<file path="config.mk">
export PLATFORM = sky130hd
export DESIGN_NAME = vga_sram_scan
export DESIGN_NICKNAME = d
export VERILOG_FILES = /design/src/rtl/vga_scan_pkg.sv /design/src/rtl/vga_scan_timing.sv /design/src/rtl/vga_scan_addr.sv /design/src/rtl/vga_scan_wr_arb.sv /design/src/rtl/vga_sram_scan.sv
export SDC_FILE = /design/constraint.sdc
export NUM_CORES = 1
export LEC_CHECK = 0
export BUFFER_PORTS_ARGS = -buffer_cell sky130_fd_sc_hd__buf_2
export CORE_UTILIZATION = 45
export CTS_CLUSTER_DIAMETER = 80
export CTS_CLUSTER_SIZE = 14
export DETAILED_ROUTE_END_ITERATION = 8
export PLACE_DENSITY_LB_ADDON = 0.2
export SYNTH_ARGS = -nofsm -noshare
export SYNTH_HDL_FRONTEND = slang
export SYNTH_SLANG_ARGS = --single-unit
</file>
<file path="constraint.sdc">
create_clock -name clk_i -period 1.9 [get_ports clk_i]
set_input_delay 0.38 -clock clk_i [delete_from_list [all_inputs] [get_ports clk_i]]
set_output_delay 0.38 -clock clk_i [all_outputs]
set_load 0.05 [all_outputs]
</file>
<file path="src/rtl/vga_scan_pkg.sv">
package vga_scan_pkg;
  typedef enum logic [1:0] {
    BUS_IDLE  = 2'd0,
    BUS_READ  = 2'd1,
    BUS_WRITE = 2'd2
  } bus_own_e;
endpackage

</file>
<file path="src/rtl/vga_scan_timing.sv">
module vga_scan_timing #(
  parameter int H_ACT  = 320,
  parameter int H_FP   = 8,
  parameter int H_SYNC = 48,
  parameter int H_BP   = 24,
  parameter int V_ACT  = 240,
  parameter int V_FP   = 3,
  parameter int V_SYNC = 3,
  parameter int V_BP   = 16,
  parameter int HW     = $clog2(H_ACT + H_FP + H_SYNC + H_BP),
  parameter int VW     = $clog2(V_ACT + V_FP + V_SYNC + V_BP)
) (
  input  logic clk_i,
  input  logic rst_ni,
  output logic line_end_o,
  output logic frame_end_o,
  output logic read_win_o,
  output logic vis_o,
  output logic hs_n_o,
  output logic vs_n_o
);
  localparam int H_TOT = H_ACT + H_FP + H_SYNC + H_BP;
  localparam int V_TOT = V_ACT + V_FP + V_SYNC + V_BP;
  localparam logic [HW-1:0] H_LAST = HW'(H_TOT - 1);
  localparam logic [HW-1:0] H_ACT_C = HW'(H_ACT);
  localparam logic [HW-1:0] H_VIS_C = HW'(H_ACT - 1);
  localparam logic [HW-1:0] H_SS = HW'(H_ACT + H_FP);
  localparam logic [HW-1:0] H_SE = HW'(H_ACT + H_FP + H_SYNC);
  localparam logic [VW-1:0] V_LAST = VW'(V_TOT - 1);
  localparam logic [VW-1:0] V_ACT_C = VW'(V_ACT);
  localparam logic [VW-1:0] V_SS = VW'(V_ACT + V_FP);
  localparam logic [VW-1:0] V_SE = VW'(V_ACT + V_FP + V_SYNC);

  logic [HW-1:0] h_q;
  logic [VW-1:0] v_q;

  assign line_end_o  = (h_q == H_LAST);
  assign frame_end_o = line_end_o && (v_q == V_LAST);
  assign read_win_o  = (h_q < H_ACT_C) && (v_q < V_ACT_C);
  assign vis_o       = (h_q < H_VIS_C) && (v_q < V_ACT_C);
  assign hs_n_o      = !((h_q >= H_SS) && (h_q < H_SE));
  assign vs_n_o      = !((v_q >= V_SS) && (v_q < V_SE));

  always_ff @(posedge clk_i or negedge rst_ni) begin
    if (!rst_ni) begin
      h_q <= '0;
      v_q <= '0;
    end else begin
      h_q <= line_end_o ? '0 : h_q + HW'(1);
      if (line_end_o) v_q <= (v_q == V_LAST) ? '0 : v_q + VW'(1);
    end
  end

  // fixed line length: wrap only from the last position, otherwise step by one
  assert_line_wrap_R1: assert property (@(posedge clk_i) disable iff (!rst_ni)
    line_end_o |=> (h_q == '0));
  assert_line_step_R1: assert property (@(posedge clk_i) disable iff (!rst_ni)
    !line_end_o |=> (h_q == $past(h_q) + HW'(1)));
  assert_line_count_R2: assert property (@(posedge clk_i) disable iff (!rst_ni)
    !line_end_o |=> $stable(v_q));
endmodule

</file>
<file path="src/rtl/vga_scan_addr.sv">
module vga_scan_addr #(
  parameter int IDX_W = 17
) (
  input  logic             clk_i,
  input  logic             rst_ni,
  input  logic             read_win_i,
  input  logic             frame_end_i,
  input  logic             img_sel_i,
  output logic [IDX_W-1:0] idx_o,
  output logic             img_o
);
  logic [IDX_W-1:0] idx_q;
  logic             img_q;

  assign idx_o = idx_q;
  assign img_o = img_q;

  always_ff @(posedge clk_i or negedge rst_ni) begin
    if (!rst_ni) begin
      idx_q <= '0;
      img_q <= 1'b0;
    end else begin
      if (frame_end_i) begin
        idx_q <= '0;
        img_q <= img_sel_i;
      end else if (read_win_i) begin
        idx_q <= idx_q + IDX_W'(1);
      end
    end
  end

  assert_img_hold_R8: assert property (@(posedge clk_i) disable iff (!rst_ni)
    !frame_end_i |=> $stable(img_q));
  assert_idx_restart_R3: assert property (@(posedge clk_i) disable iff (!rst_ni)
    frame_end_i |=> (idx_q == '0));
  assert_idx_hold_R3: assert property (@(posedge clk_i) disable iff (!rst_ni)
    (!read_win_i && !frame_end_i) |=> $stable(idx_q));
endmodule

</file>
<file path="src/rtl/vga_scan_wr_arb.sv">
module vga_scan_wr_arb (
  input  logic clk_i,
  input  logic rst_ni,
  input  logic req_i,
  input  logic blank_i,
  output logic grant_o,
  output logic ack_o
);
  logic ack_q;

  // a request still high on the clock after its acknowledge is not granted again
  assign grant_o = req_i && blank_i && !ack_q;
  assign ack_o   = ack_q;

  always_ff @(posedge clk_i or negedge rst_ni) begin
    if (!rst_ni) ack_q <= 1'b0;
    else         ack_q <= grant_o;
  end

  assert_ack_single_R5: assert property (@(posedge clk_i) disable iff (!rst_ni)
    ack_q |=> !ack_q);
  assert_ack_in_blank_R6: assert property (@(posedge clk_i) disable iff (!rst_ni)
    ack_q |-> $past(blank_i));
  assert_ack_follows_req_R5: assert property (@(posedge clk_i) disable iff (!rst_ni)
    ack_q |-> $past(req_i));
endmodule

</file>
<file path="src/rtl/vga_sram_scan.sv">
module vga_sram_scan
  import vga_scan_pkg::*;
#(
  parameter int H_ACT  = 320,
  parameter int H_FP   = 8,
  parameter int H_SYNC = 48,
  parameter int H_BP   = 24,
  parameter int V_ACT  = 240,
  parameter int V_FP   = 3,
  parameter int V_SYNC = 3,
  parameter int V_BP   = 16,
  parameter int IDX_W  = 17,
  parameter int PIX_W  = 8
) (
  input  logic               clk_i,
  input  logic               rst_ni,
  input  logic               img_sel_i,
  input  logic               mem_half_i,
  input  logic               wr_req_i,
  input  logic [IDX_W:0]     wr_addr_i,
  input  logic [PIX_W-1:0]   wr_data_i,
  output logic               wr_ack_o,
  output logic               hsync_no,
  output logic               vsync_no,
  output logic [PIX_W-1:0]   pix_o,
  output logic [IDX_W+1:0]   sram_addr_o,
  output logic               sram_we_no,
  output logic               sram_oe_no,
  output logic [PIX_W-1:0]   sram_wdata_o,
  output logic               sram_wdata_oe_o,
  input  logic [PIX_W-1:0]   sram_rdata_i
);
  localparam int AW = IDX_W + 2;
  localparam int HW = $clog2(H_ACT + H_FP + H_SYNC + H_BP);
  localparam int VW = $clog2(V_ACT + V_FP + V_SYNC + V_BP);

  logic             line_end, frame_end, read_win, vis, hs_n, vs_n;
  logic [IDX_W-1:0] idx;
  logic             disp_img;
  logic             grant;

  vga_scan_timing #(
    .H_ACT(H_ACT), .H_FP(H_FP), .H_SYNC(H_SYNC), .H_BP(H_BP),
    .V_ACT(V_ACT), .V_FP(V_FP), .V_SYNC(V_SYNC), .V_BP(V_BP),
    .HW(HW), .VW(VW)
  ) u_timing (
    .clk_i(clk_i), .rst_ni(rst_ni),
    .line_end_o(line_end), .frame_end_o(frame_end),
    .read_win_o(read_win), .vis_o(vis),
    .hs_n_o(hs_n), .vs_n_o(vs_n)
  );

  vga_scan_addr #(.IDX_W(IDX_W)) u_addr (
    .clk_i(clk_i), .rst_ni(rst_ni),
    .read_win_i(read_win), .frame_end_i(frame_end),
    .img_sel_i(img_sel_i),
    .idx_o(idx), .img_o(disp_img)
  );

  vga_scan_wr_arb u_arb (
    .clk_i(clk_i), .rst_ni(rst_ni),
    .req_i(wr_req_i), .blank_i(!read_win),
    .grant_o(grant), .ack_o(wr_ack_o)
  );

  // single output stage: syncs, bus owner and address leave together
  logic              hs_q, vs_q, vis_q;
  logic [AW-1:0]     addr_q;
  logic [PIX_W-1:0]  wdata_q;
  bus_own_e          own_q;

  always_ff @(posedge clk_i or negedge rst_ni) begin
    if (!rst_ni) begin
      hs_q    <= 1'b1;
      vs_q    <= 1'b1;
      vis_q   <= 1'b0;
      addr_q  <= '0;
      wdata_q <= '0;
      own_q   <= BUS_IDLE;
    end else begin
      hs_q  <= hs_n;
      vs_q  <= vs_n;
      vis_q <= vis;
      if (grant) begin
        own_q   <= BUS_WRITE;
        addr_q  <= {mem_half_i, wr_addr_i};
        wdata_q <= wr_data_i;
      end else if (read_win) begin
        own_q  <= BUS_READ;
        addr_q <= {mem_half_i, disp_img, idx};
      end else begin
        own_q <= BUS_IDLE;
      end
    end
  end

  assign hsync_no        = hs_q;
  assign vsync_no        = vs_q;
  assign sram_addr_o     = addr_q;
  assign sram_wdata_o    = wdata_q;
  assign sram_we_no      = (own_q != BUS_WRITE);
  assign sram_oe_no      = (own_q != BUS_READ);
  assign sram_wdata_oe_o = (own_q == BUS_WRITE);
  assign pix_o           = vis_q ? sram_rdata_i : '0;

  assert_bus_exclusive_R7: assert property (@(posedge clk_i) disable iff (!rst_ni)
    sram_wdata_oe_o |-> sram_oe_no);
  assert_write_black_R6: assert property (@(posedge clk_i) disable iff (!rst_ni)
    !sram_we_no |-> (pix_o == '0));
  assert_sync_black_R4: assert property (@(posedge clk_i) disable iff (!rst_ni)
    !hsync_no |-> (pix_o == '0));
  assert_ack_is_write_R5: assert property (@(posedge clk_i) disable iff (!rst_ni)
    wr_ack_o |-> !sram_we_no);
  assert_half_bit_R9: assert property (@(posedge clk_i) disable iff (!rst_ni)
    (!sram_we_no || !sram_oe_no) |-> (sram_addr_o[AW-1] == $past(mem_half_i)));
endmodule

</file>
Word level (Yosys, flattened, before mapping)
Cells that the tools add are included.
{"block": "word_totals", "regBits": 69, "inputBits": 39, "out_inout_bits": 41, "elab_cells": 48}
{"block": "op_classes", "n_addsub": 3, "order_cmp": 7, "eq_ne": 5, "n_mux": 9, "reduce_logical": 13}
{"op": "$mux W19", "count": 2}
{"op": "$mux W17", "count": 2}
{"op": "$lt A9 B9 Y1 const B", "count": 3}
{"op": "$add A9 B1 Y9 const B", "count": 2}
{"op": "$eq A9 B9 Y1 const B", "count": 2}
{"op": "$lt A9 B8 Y1 const B", "count": 2}
{"op": "$mux W9", "count": 2}
{"op": "$add A17 B1 Y17 const B", "count": 1}
{"op": "$ge A9 B8 Y1 const B", "count": 1}
{"op": "$ge A9 B9 Y1 const B", "count": 1}
{"op": "$mux W8", "count": 1}
{"op": "$logic_and A1 B1 Y1", "count": 7}
{"op": "$logic_not A1 Y1", "count": 4}
{"op": "$reduce_bool A2 Y1", "count": 2}
{"op": "$eq A2 B2 Y1 const B", "count": 1}
{"op": "$mux W2", "count": 1}
{"op": "$ne A2 B1 Y1 const B", "count": 1}
{"op": "$ne A2 B2 Y1 const B", "count": 1}
{"op": "$mux W1", "count": 1}

Depth between registers and ports, before layout
Gate-level depths: netlist of the first run.
{"block": "logic_depth", "ltp_word": 6, "mapped_depth": 8, "depth_no_buf": 6}

Cells and area by module
A second synthesis of the first run with hierarchy kept.
{"block": "unflattened", "hier_cells": 315, "hier_area_um2": 3365.7}
{"mod": "vga_sram_scan", "instances": 1, "cells_per_inst": 116, "area_per_inst_um2": 1393.8, "seq_area_each_um2": 803.3}
{"mod": "vga_scan_timing", "instances": 1, "cells_per_inst": 108, "area_per_inst_um2": 1029.7, "seq_area_each_um2": 450.4}
{"mod": "vga_scan_addr", "instances": 1, "cells_per_inst": 89, "area_per_inst_um2": 908.4, "seq_area_each_um2": 450.4}
{"mod": "vga_scan_wr_arb", "instances": 1, "cells_per_inst": 2, "area_per_inst_um2": 33.8, "seq_area_each_um2": 25.0}

Worst setup path before layout of the first run
OpenSTA, ideal clock, no wires.
{"block": "synth_timing", "path_type": "reg2reg", "from": "register, netlist name own_q[1]", "to": "register addr_q[0], in the netlist sram_addr_o[0]", "setup_ns": 0.135, "t_arrival_ns": 1.845, "required_time_ns": 1.765, "path_slack_ns": -0.080, "stages_incl_launch_ff": 6, "path_buffers": 2, "period_less_slack_ns": 1.980, "cell_sequence": "dfrtp_1 > nand2b_1 > buf_2 > buf_1 > mux2i_1 > a21oi_1"}
{"element": "end signal, assigned", "line": "vga_sram_scan.sv:86", "text": "addr_q <= {mem_half_i, wr_addr_i};"}
{"element": "end signal, assigned", "line": "vga_sram_scan.sv:90", "text": "addr_q <= {mem_half_i, disp_img, idx};"}
{"element": "end, declared", "line": "vga_sram_scan.sv:68", "text": "logic [AW-1:0] addr_q;"}

Worst setup path after layout of the first run
{"block": "layout_timing", "from": "register u_timing.h_q[6]", "to": "register u_addr.idx_q[14], in the netlist u_addr.idx_o[14]"}
{"block": "layout_between", "elab_chain_cells": 3, "word_cells_on_any_way": 6, "classes_between": "order compare: 1; eq/ne: 1; mux: 1; reduce/logical: 3"}
{"element": "start, declared", "line": "vga_scan_timing.sv:34", "text": "logic [HW-1:0] h_q;"}
{"element": "start signal, assigned", "line": "vga_scan_timing.sv:49", "text": "h_q <= line_end_o ? '0 : h_q + HW'(1);"}
{"element": "$lt A9 B9 Y1 or $eq A9 B9 Y1 (tied branches)", "line": "vga_scan_timing.sv:39, vga_scan_timing.sv:37"}
{"element": "$logic_and A1 B1 Y1, on equally long branches", "line": "vga_scan_timing.sv:39, vga_scan_timing.sv:38"}
{"element": "$reduce_bool A2 Y1 (no line) or $mux W17 (tied branches)"}
{"element": "end signal, assigned", "line": "vga_scan_addr.sv:27", "text": "idx_q <= idx_q + IDX_W'(1);"}
{"element": "end, declared", "line": "vga_scan_addr.sv:12", "text": "logic [IDX_W-1:0] idx_q;"}
Several ways; a longest one is shown, not always the timed one.
A chain may end at the register's enable or synchronous reset.

==> results.md, run 1 <==
* Peak supply drop at 0.000299 V
* Design Power at about 2.8 mW
* Worst reg2reg path endpoint: u_addr.idx_o[14]$_DFFE_PN0P_
* Reg2reg start: u_timing.h_q[6]$_DFF_PN0_
* Count of clock tree sinks at slightly below 70
* Post-Layout Cell Count at 520
* Port buffer count at between 70 and 80
* Most instantiated cells after synthesis: sky130_fd_sc_hd__dfrtp_1 (66), sky130_fd_sc_hd__nand2_1 (41), sky130_fd_sc_hd__o21ai_0 (29)
* Post-synth top area share at 0.504
* DRC viols at 0
* Sequential fraction of the synthesis area at 0.520
* Outcome: completed
* Horizontal extent of the die at between 80 and 90 um
* Post-CTS clock slew at the launch and capture registers of the worst setup and hold paths at 70 ps
* #FFs+latches synth at 68
* Actual transition at the worst max-transition pin at roughly 420 ps
* Slowest cell on crit path: sky130_fd_sc_hd__or4_4
* Global placement routability congestion at between 0.8 and 0.9
* Detailed-router iteration count before antenna repair at 4
* Layout filler cell count at approximately 620
* Placed cell count at between 500 and 600
* Largest net degree at the start of global routing at between 60 and 70
* Number of core rows at 30
* Setup violators final at 0
* Critical path startpoint category: register
* List of cells traversed by the critical path: o21a_4 > or4_4 > or4_4 > a21oi_2
* Setup repair after global routing missed its margin: yes
* Overall fraction of global-route tracks in use at 0.193
* Depth of the most critical reg-to-reg path at 4
* Vias/cell at 5.12
* Wire length of the first global-routing pass at around 11000 um
* Most frequently used cell type in the post-synthesis netlist: sky130_fd_sc_hd__dfrtp_1
* Initial detailed-routing violation count at 102
* Synthesized area per cell at approximately 10 sq um
* Yosys synthesis warning count at 0
* Number of buffers between clock root and the deepest sink at 2
* Post-layout nets at roughly 460
* Most common flop cell mapped by yosys: sky130_fd_sc_hd__dfrtp_1
* Die area at roughly 7600 sq um
* Max-Slew Margin vs Limit at 0.717
* Post-Route WL at approximately 6800 um
* Core Footprint at 6910 sq um
* TritonCTS clock tree: built
* Sequential cell area in the final layout at roughly 1700 sq um
* Max-slew violation total from the final report at 0
* Top post-synthesis cells by area: sky130_fd_sc_hd__dfrtp_1 (50%), sky130_fd_sc_hd__mux2i_1 (6.1%), sky130_fd_sc_hd__nand2_1 (4.7%), sky130_fd_sc_hd__o21ai_0 (4.4%), sky130_fd_sc_hd__mux2_2 (3.4%)
* Period utilization at 0.984
* Number of antenna violations at the first check in global routing at 0
* Worst Path Required at 2170 ps
* Final critical-path required period at between 1500 and 2000 ps
* Total inserted antenna cells at 0
* Critical setup path kind: reg2reg
* Largest fanout on the critical path at 9
* Share of post-route cells with drive strength above 1 at 0.330
* CTS Hold Buffers Added at 0
* Total of max-cap violations at 0
* Initial Util at 0.474
* Share of synthesized registers carrying an async set or reset at 1.00
* Critical Path Sink Type: register
* Post-Synthesis Net Count at approximately 370
* Share of the core filled with cells in the final layout at 0.600
* Launch point of the worst path: u_timing.h_q[6]$_DFF_PN0_
* Arrival time at the worst endpoint at 2140 ps
* Unique cell type count in the Yosys netlist at 42
* Via Count at around 2700
* Final hold vios at 0
* Total power per unit cell area at between 600 and 700 nW/um^2
* Mapped Cells at about 320
* Area overhead of the layout relative to synthesis at 26.4%
* Cell mode on critical path: sky130_fd_sc_hd__or4_4
* Cell taking the most area after synthesis: sky130_fd_sc_hd__dfrtp_1
* Antenna viol nets, final at 0
* Total number of H-tree levels at 3
* Mean routed wirelength per cell at approximately 13 um
* Area of combinational cells with multiple inputs at between 1000 and 1500 sq um
* Clock root cell: sky130_fd_sc_hd__clkbuf_8
* Worst hold-check path type: in2async
* Total clock buffers created by CTS at 9
* EDFF count, synth at 0
* Total congestion overflow after global routing at 0
* Number of global-route vias before repair at ~2600
* Max Fclk at 535 MHz
* HPWL after detailed placement at ~4900 um
* Die extent in y at between 80 and 90 um
* Worst setup skew after layout at approximately 6.3 ps
* Register-to-Register Setup Slack at approximately 30 ps
* Cell area after synthesis at ~3300 sq um
* Biggest cell delay along the critical path at 590 ps
* Clk_lat worst skew at approximately 340 ps
* Top-level I/O count at 80
* Cell leakage power at 2.02 nW
-- state kept, by name, indices dropped and copies added (netlist names) --
| register | flops |
|---|---|
| sram_addr_o | 19 |
| u_addr.idx_o | 17 |
| u_timing.h_q | 9 |
| u_timing.v_q | 9 |
| sram_wdata_o | 8 |
| own_q | 2 |
| hsync_no | 1 |
| u_addr.img_o | 1 |
| vis_q | 1 |
| vsync_no | 1 |
-- cells in the final DEF, fill, tap and decap left out, types with 2 or more instances in the layout --
master / instances
sky130_fd_sc_hd__buf_4: 21
sky130_fd_sc_hd__or4_4: 2
sky130_fd_sc_hd__nand4_1: 9
sky130_fd_sc_hd__mux2i_1: 20
sky130_fd_sc_hd__dfstp_2: 2
sky130_fd_sc_hd__nand2b_1: 2
sky130_fd_sc_hd__xnor2_1: 9
sky130_fd_sc_hd__a211oi_1: 2
sky130_fd_sc_hd__nand3_1: 9
sky130_fd_sc_hd__inv_1: 8
sky130_fd_sc_hd__and3_1: 7
sky130_fd_sc_hd__mux2_2: 10
sky130_fd_sc_hd__xor2_1: 5
sky130_fd_sc_hd__nand4b_1: 2
sky130_fd_sc_hd__clkinv_2: 2
sky130_fd_sc_hd__nand2_1: 41
sky130_fd_sc_hd__dfrtp_1: 66
sky130_fd_sc_hd__nor3_1: 3
sky130_fd_sc_hd__o21ai_0: 29
sky130_fd_sc_hd__ha_1: 5
sky130_fd_sc_hd__clkbuf_8: 10
sky130_fd_sc_hd__and2_1: 8
sky130_fd_sc_hd__buf_2: 79
sky130_fd_sc_hd__or3_1: 12
sky130_fd_sc_hd__a21oi_1: 16
sky130_fd_sc_hd__nor4_1: 4
sky130_fd_sc_hd__nor2_1: 13
sky130_fd_sc_hd__and4_1: 4
sky130_fd_sc_hd__clkinvlp_4: 3
-- worst max-delay path, delay by kind of cell, from the launching register on --
kind / cells / cell delay, ps
AOI/OAI and AO/OA: 2 / 360
DFF: 1 / 420
and+or+nand+nor: 2 / 1020
-- repair_timing --
item	in CTS	in global routing
setup endpoints to repair	8	33
resized for setup	1	5
buffers inserted	0	1
-- report_power, final --
group | total, mW | internal (mW) | switching, mW
logic | 0.201 | 0.0704 | 0.130
clock network | 1.18 | 0.639 | 0.545
registers | 1.46 | 1.46 | 0.00441
-- worst max path at each step --
stage | endpoint | cells after the start
after floorplan | u_addr.idx_o[14]$_DFFE_PN0P_ | 6
after global placement | sram_wdata_o[1]$_DFFE_PN0P_ | 5
after detailed placement | sram_wdata_o[0]$_DFFE_PN0P_ | 5
after CTS | u_addr.idx_o[14]$_DFFE_PN0P_ | 4
after global routing | u_addr.idx_o[14]$_DFFE_PN0P_ | 4
final | u_addr.idx_o[14]$_DFFE_PN0P_ | 4
-- layout make-up --
class	instances	area share
clock buffer	10	0.0332
clock inverter	6	0.0154
inverter	9	0.00906
multi-input combinational	229	0.361
sequential	68	0.411
tap	96	0.0290
timing repair buffer	102	0.141
-- cell families after synthesis --
| group | after synthesis | share of synthesized area |
|---|---|---|
| buffers and inverters | 24 | 0.0332 |
| adder cells (fa/ha/maj) | 5 | 0.0191 |
| flip-flops | 68 | 0.520 |
| AO/OA/AOI/OAI | 53 | 0.0867 |
| XOR/XNOR | 14 | 0.0374 |
| AND/OR/NAND/NOR | 127 | 0.208 |
| multiplexers | 30 | 0.0955 |
-- layer usage --
metal,routed length (um),track usage,part of all wire
met2,3270,0.316,0.48
met4,23,0.0775,0.0034
met1,3230,0.256,0.48
met5,0,0,0
met3,231,0.0322,0.034
-- per-stage QoR --
stage	hold WS, ps	setup slack [ps]	TNS [ps]	instance area, sq um
2_1_floorplan	84.4	-40.3	-44.9	3300
3_3_place_gp	432	46.8	0	3910
3_5_place_dp	431	-10.4	-17.6	3910
4_1_cts	64.8	23.3	0	4120
5_1_grt	90.2	-23.3	-23.3	4140
6_report	44.0	29.7	0	4140
(Power assumes the default switching activity.)
==> inputs of run 2 (changes only) <==
--- a/config.mk
+++ b/config.mk
@@ -5,6 +5,7 @@
 export SDC_FILE = /design/constraint.sdc
 export NUM_CORES = 1
 export LEC_CHECK = 0
+export ABC_AREA = 1
 export BUFFER_PORTS_ARGS = -buffer_cell sky130_fd_sc_hd__buf_2
 export CORE_UTILIZATION = 45
 export CTS_CLUSTER_DIAMETER = 80
==> run 2 against run 1 <==
  * Cell count is 28% higher
  * Global-route usage grew 2.0 points
  * Area after synthesis is 9.3% higher
  * Total power is 7.5% lower
  * Critical path depth grew 4
  * Register-to-register slack gained 180 ps
  * Synthesized cell count up 46%
  * Sequential share of layout area fell by 1.6 points
  * Sequential power about the same
  * Highest routed layer unchanged
==> results.md, run 2 <==
* Antenna viol nets, final at 0 (unchanged)
* Comb pwr share at 0.048 (-0.022)
* Leading cell types in the layout, fill and taps excluded: sky130_fd_sc_hd__nand2_1 (152), sky130_fd_sc_hd__buf_2 (79), sky130_fd_sc_hd__nand3_1 (78)
* Total of max-cap violations at 0 (unchanged)
* Biggest cell delay along the critical path at 390 ps (-200 ps)
* Share of post-route cells with drive strength above 1 at 0.214 (-0.116)
* Post-layout nets at 600 (+30%)
* Worst Path Required at 2180 ps (about the same)
* Number of flip-flops in the largest register at 19 (unchanged)
* Number of antenna violations at the first check in global routing at 0 (unchanged)
* Final hold vios at 0 (unchanged)
* Max-slew violation total from the final report at 0 (unchanged)
* Die extent in y at 91.2 um (+4.4%)
* Actual transition at the worst max-transition pin at 373 ps (-47.6 ps)
* Top post-synthesis cells by area: sky130_fd_sc_hd__dfrtp_1 (46%), sky130_fd_sc_hd__nand2_1 (16%), sky130_fd_sc_hd__nand3_1 (11%), sky130_fd_sc_hd__inv_1 (4.5%), sky130_fd_sc_hd__nor2_1 (4.5%)
* Wire length of the first global-routing pass at 14200 um (+24%)
* Critical Path Sink Type: register
* Overall fraction of global-route tracks in use at 0.213 (+0.0199)
* Number of buffers between clock root and the deepest sink at 2 (unchanged)
* List of cells traversed by the critical path: ha_1 > nand3_4 > nor3_4 > buf_4 > nand2_4 > nand2_1 > nand3_1 > nand2_1
* Reported net switching power at 0.638 mW (-6.2%)
* Post-place setup slack at -17.3 ps (-6.91 ps)
* Count of clock tree sinks at 68 (unchanged)
* Post-Route WL at 8060 um (+19%)
* Setup repair after global routing missed its margin: no
* Max Fclk at 591 MHz (+10%)
* Die area at 8320 sq um (+9.1%)
* Arrival time at the worst endpoint at 1980 ps (-160 ps)
* Worst hold-check path type: in2async
* Largest fanout on the critical path at 18 (+9)
* Synthesized area per cell at 7.64 sq um (-25%)
* Internal Power at 2.00 mW (-7.9%)
* Outcome: completed
* Port buffer count at 79 (unchanged)
* Crit path buf inv count at 1 (+1)
* EDFF count, synth at 0 (unchanged)
* Proportion of power drawn by flip-flops and latches at 0.550 (+0.037)
* Peak supply drop at 0.000376 V (+25%)
* Mean routed wirelength per cell at 12.2 um (-6.4%)
* Post-CTS clock slew at the launch and capture registers of the worst setup and hold paths at 70 ps (about the same)
* Setup violators final at 0 (unchanged)
* Area overhead of the layout relative to synthesis at 20.2%
* Top-level I/O count at 80 (unchanged)
* Detailed-router iteration count before antenna repair at 4 (unchanged)
* Most frequently used cell type in the post-synthesis netlist: sky130_fd_sc_hd__nand2_1
* Vias/cell at 4.92 (-3.9%)
* Total clock buffers created by CTS at 9 (unchanged)
* Cell leakage power at 2.25 nW (+12%)
* Post-route worst setup slack at 207 ps (+177 ps)
* Number of core rows at 32 (+6.7%)
* Clk_lat worst skew at 340 ps (about the same)
* #FFs+latches synth at 68 (unchanged)
* Largest net degree at the start of global routing at 69 (unchanged)
* HPWL after detailed placement at 5820 um (+20%)
* Total congestion overflow after global routing at 0 (unchanged)
* Worst setup skew after layout at 7.36 ps (+1.06 ps)
* Yosys synthesis warning count at 0 (unchanged)
* CTS Hold Buffers Added at 0 (unchanged)
* Horizontal extent of the die at 91.2 um (+4.4%)
* Post-synth top area share at 0.461 (-0.0430)
* Critical path startpoint category: register
* Critical setup path kind: reg2reg
* Share of the core filled with cells in the final layout at 0.557 (-0.0426)
* Initial detailed-routing violation count at 163 (+60%)
* Most common cell after layout, fill and taps aside: sky130_fd_sc_hd__nand2_1
* Post-Synthesis Net Count at 513 (+41%)
* Clock root cell: sky130_fd_sc_hd__clkbuf_8
* Most common flop cell mapped by yosys: sky130_fd_sc_hd__dfrtp_1
* Unique cell type count in the Yosys netlist at 31 (-26%)
* Mapped Cells at 469 (+46%)
* Slowest cell on crit path: sky130_fd_sc_hd__dfrtp_1
* Design Power at 2.63 mW (-7.5%)
* Total power per unit cell area at 612 nW/um^2 (-11%)
* Global placement routability congestion at 0.937 (+10%)
* TritonCTS clock tree: built
* Via Count at 3264 (+23%)
* Initial Util at 0.463 (-0.0109)
* Final critical-path required period at 1690 ps (-177 ps)
* Cell taking the most area after synthesis: sky130_fd_sc_hd__dfrtp_1
* Period utilization at 0.891 (-0.0933)
* Most instantiated cells after synthesis: sky130_fd_sc_hd__nand2_1 (152), sky130_fd_sc_hd__nand3_1 (78), sky130_fd_sc_hd__dfrtp_1 (66)
* Cell area after synthesis at 3580 sq um (+9.3%)
* Fraction of power consumed by the clock network at 0.402 (-0.014)
* Total number of H-tree levels at 3 (unchanged)
* CP top delay family: simple AND/OR/NAND/NOR gates
* Cell mode on critical path: sky130_fd_sc_hd__nand2_1
* Sequential fraction of the synthesis area at 0.476 (-0.0444)
* Max-Slew Margin vs Limit at 0.751 (+0.0343)
* Switching power as a share of total power at 0.242 (+0.00335)
* Total inserted antenna cells at 0 (unchanged)
* Number of global-route vias before repair at 3097 (+21%)
* Core Footprint at 7730 sq um (+12%)
* Share of synthesized registers carrying an async set or reset at 1.00 (unchanged)
* DRC viols at 0 (unchanged)
## run 2: changes by cell type in the layout (fill, tap and decap cells not counted), sizes merged, moves of 7 or more
cell   before  now
nand2      41  154
o21ai      29   17
nand3       9   81
a21oi      17    8
mux2i      20    0
mux2       10    0
inv         8   47
nor2       14   44
or3        13    0
and3        7    0
buf       102   91
and2        8    0
## run 2: worst register-to-register path: stages, from the launching register on
cell and delay, ps:
sky130_fd_sc_hd__dfrtp_1 390, sky130_fd_sc_hd__ha_1 240, sky130_fd_sc_hd__nand3_4 130, sky130_fd_sc_hd__nor3_4 250, sky130_fd_sc_hd__buf_4 200, sky130_fd_sc_hd__nand2_4 150
sky130_fd_sc_hd__nand2_1 120, sky130_fd_sc_hd__nand3_1 80, sky130_fd_sc_hd__nand2_1 70
## run 2: path summary, 6_finish.rpt
path / from / to / slack (ps) / cells past startpoint
worst max-delay path: u_timing.h_q[0]$_DFF_PN0_ / u_addr.idx_o[15]$_DFFE_PN0P_ / 210 / 8
worst min-delay path: rst_ni / sram_addr_o[13]$_DFFE_PN0P_ / 50 / 2
worst max register to register: u_timing.h_q[0]$_DFF_PN0_ / u_addr.idx_o[15]$_DFFE_PN0P_ / 210 / 8
worst min register to register: sram_wdata_o[4]$_DFFE_PN0P_ / sram_wdata_o[4]$_DFFE_PN0P_ / 480 / 2
max in group asynchronous: rst_ni / hsync_no$_DFF_PN1_ / 1530 / 2
min in group clk_i: wr_data_i[3] / sram_wdata_o[3]$_DFFE_PN0P_ / 230 / 3
## run 2: layout make-up
class,instances,area (sq um)
clock buffer,10,138
clock inverter,6,38.8
fill,733,3420
inverter,46,175
multi-input combinational,340,1610
sequential,68,1700
tap,102,128
timing repair buffer,91,510
## run 2: kinds of logic after synthesis
family	Yosys count	share of synthesized area
DFF	68	0.476
and+or+nand+nor	298	0.367
adders and majority gates	5	0.0175
xor gates and xnor gates	8	0.0196
buffers and inverters	61	0.0765
AOI/OAI and AO/OA	29	0.0433
## run 2: layer usage
| metal | track usage | part of all wire |
|---|---|---|
| met3 | 0.0570 | 0.041 |
| met5 | 0 | 0 |
| met1 | 0.272 | 0.47 |
| met4 | 0.0608 | 0.010 |
| met2 | 0.356 | 0.48 |
## run 2: metrics by stage
step / hold WS [ps] / cell area [sq um] / std cells / TNS (ps)
2_1_floorplan: 84.4 / 3590 / 469 / 0
3_3_place_gp: 431 / 4090 / 644 / 0
3_5_place_dp: 427 / 4090 / 644 / -83.2
4_1_cts: 52.2 / 4270 / 660 / 0
5_1_grt: 61.6 / 4300 / 663 / 0
6_report: 45.6 / 4300 / 663 / 0
## run 2: timing repair
item / in CTS / in global routing
setup buffers: 0 / 3
endpoints found under the setup margin: 8 / 23
resized for setup: 0 / 1
pin swaps: 1 / 1
## run 2: power groups by stage
stage               registers (mW)  logic [mW]  clock network [mW]
floorplan                     1.48      0.0413                   0
global placement              1.48       0.128                   0
detailed placement            1.48       0.129                   0
CTS                           1.45       0.129                1.09
global route                  1.45       0.139                1.17
finish                        1.45       0.126                1.06
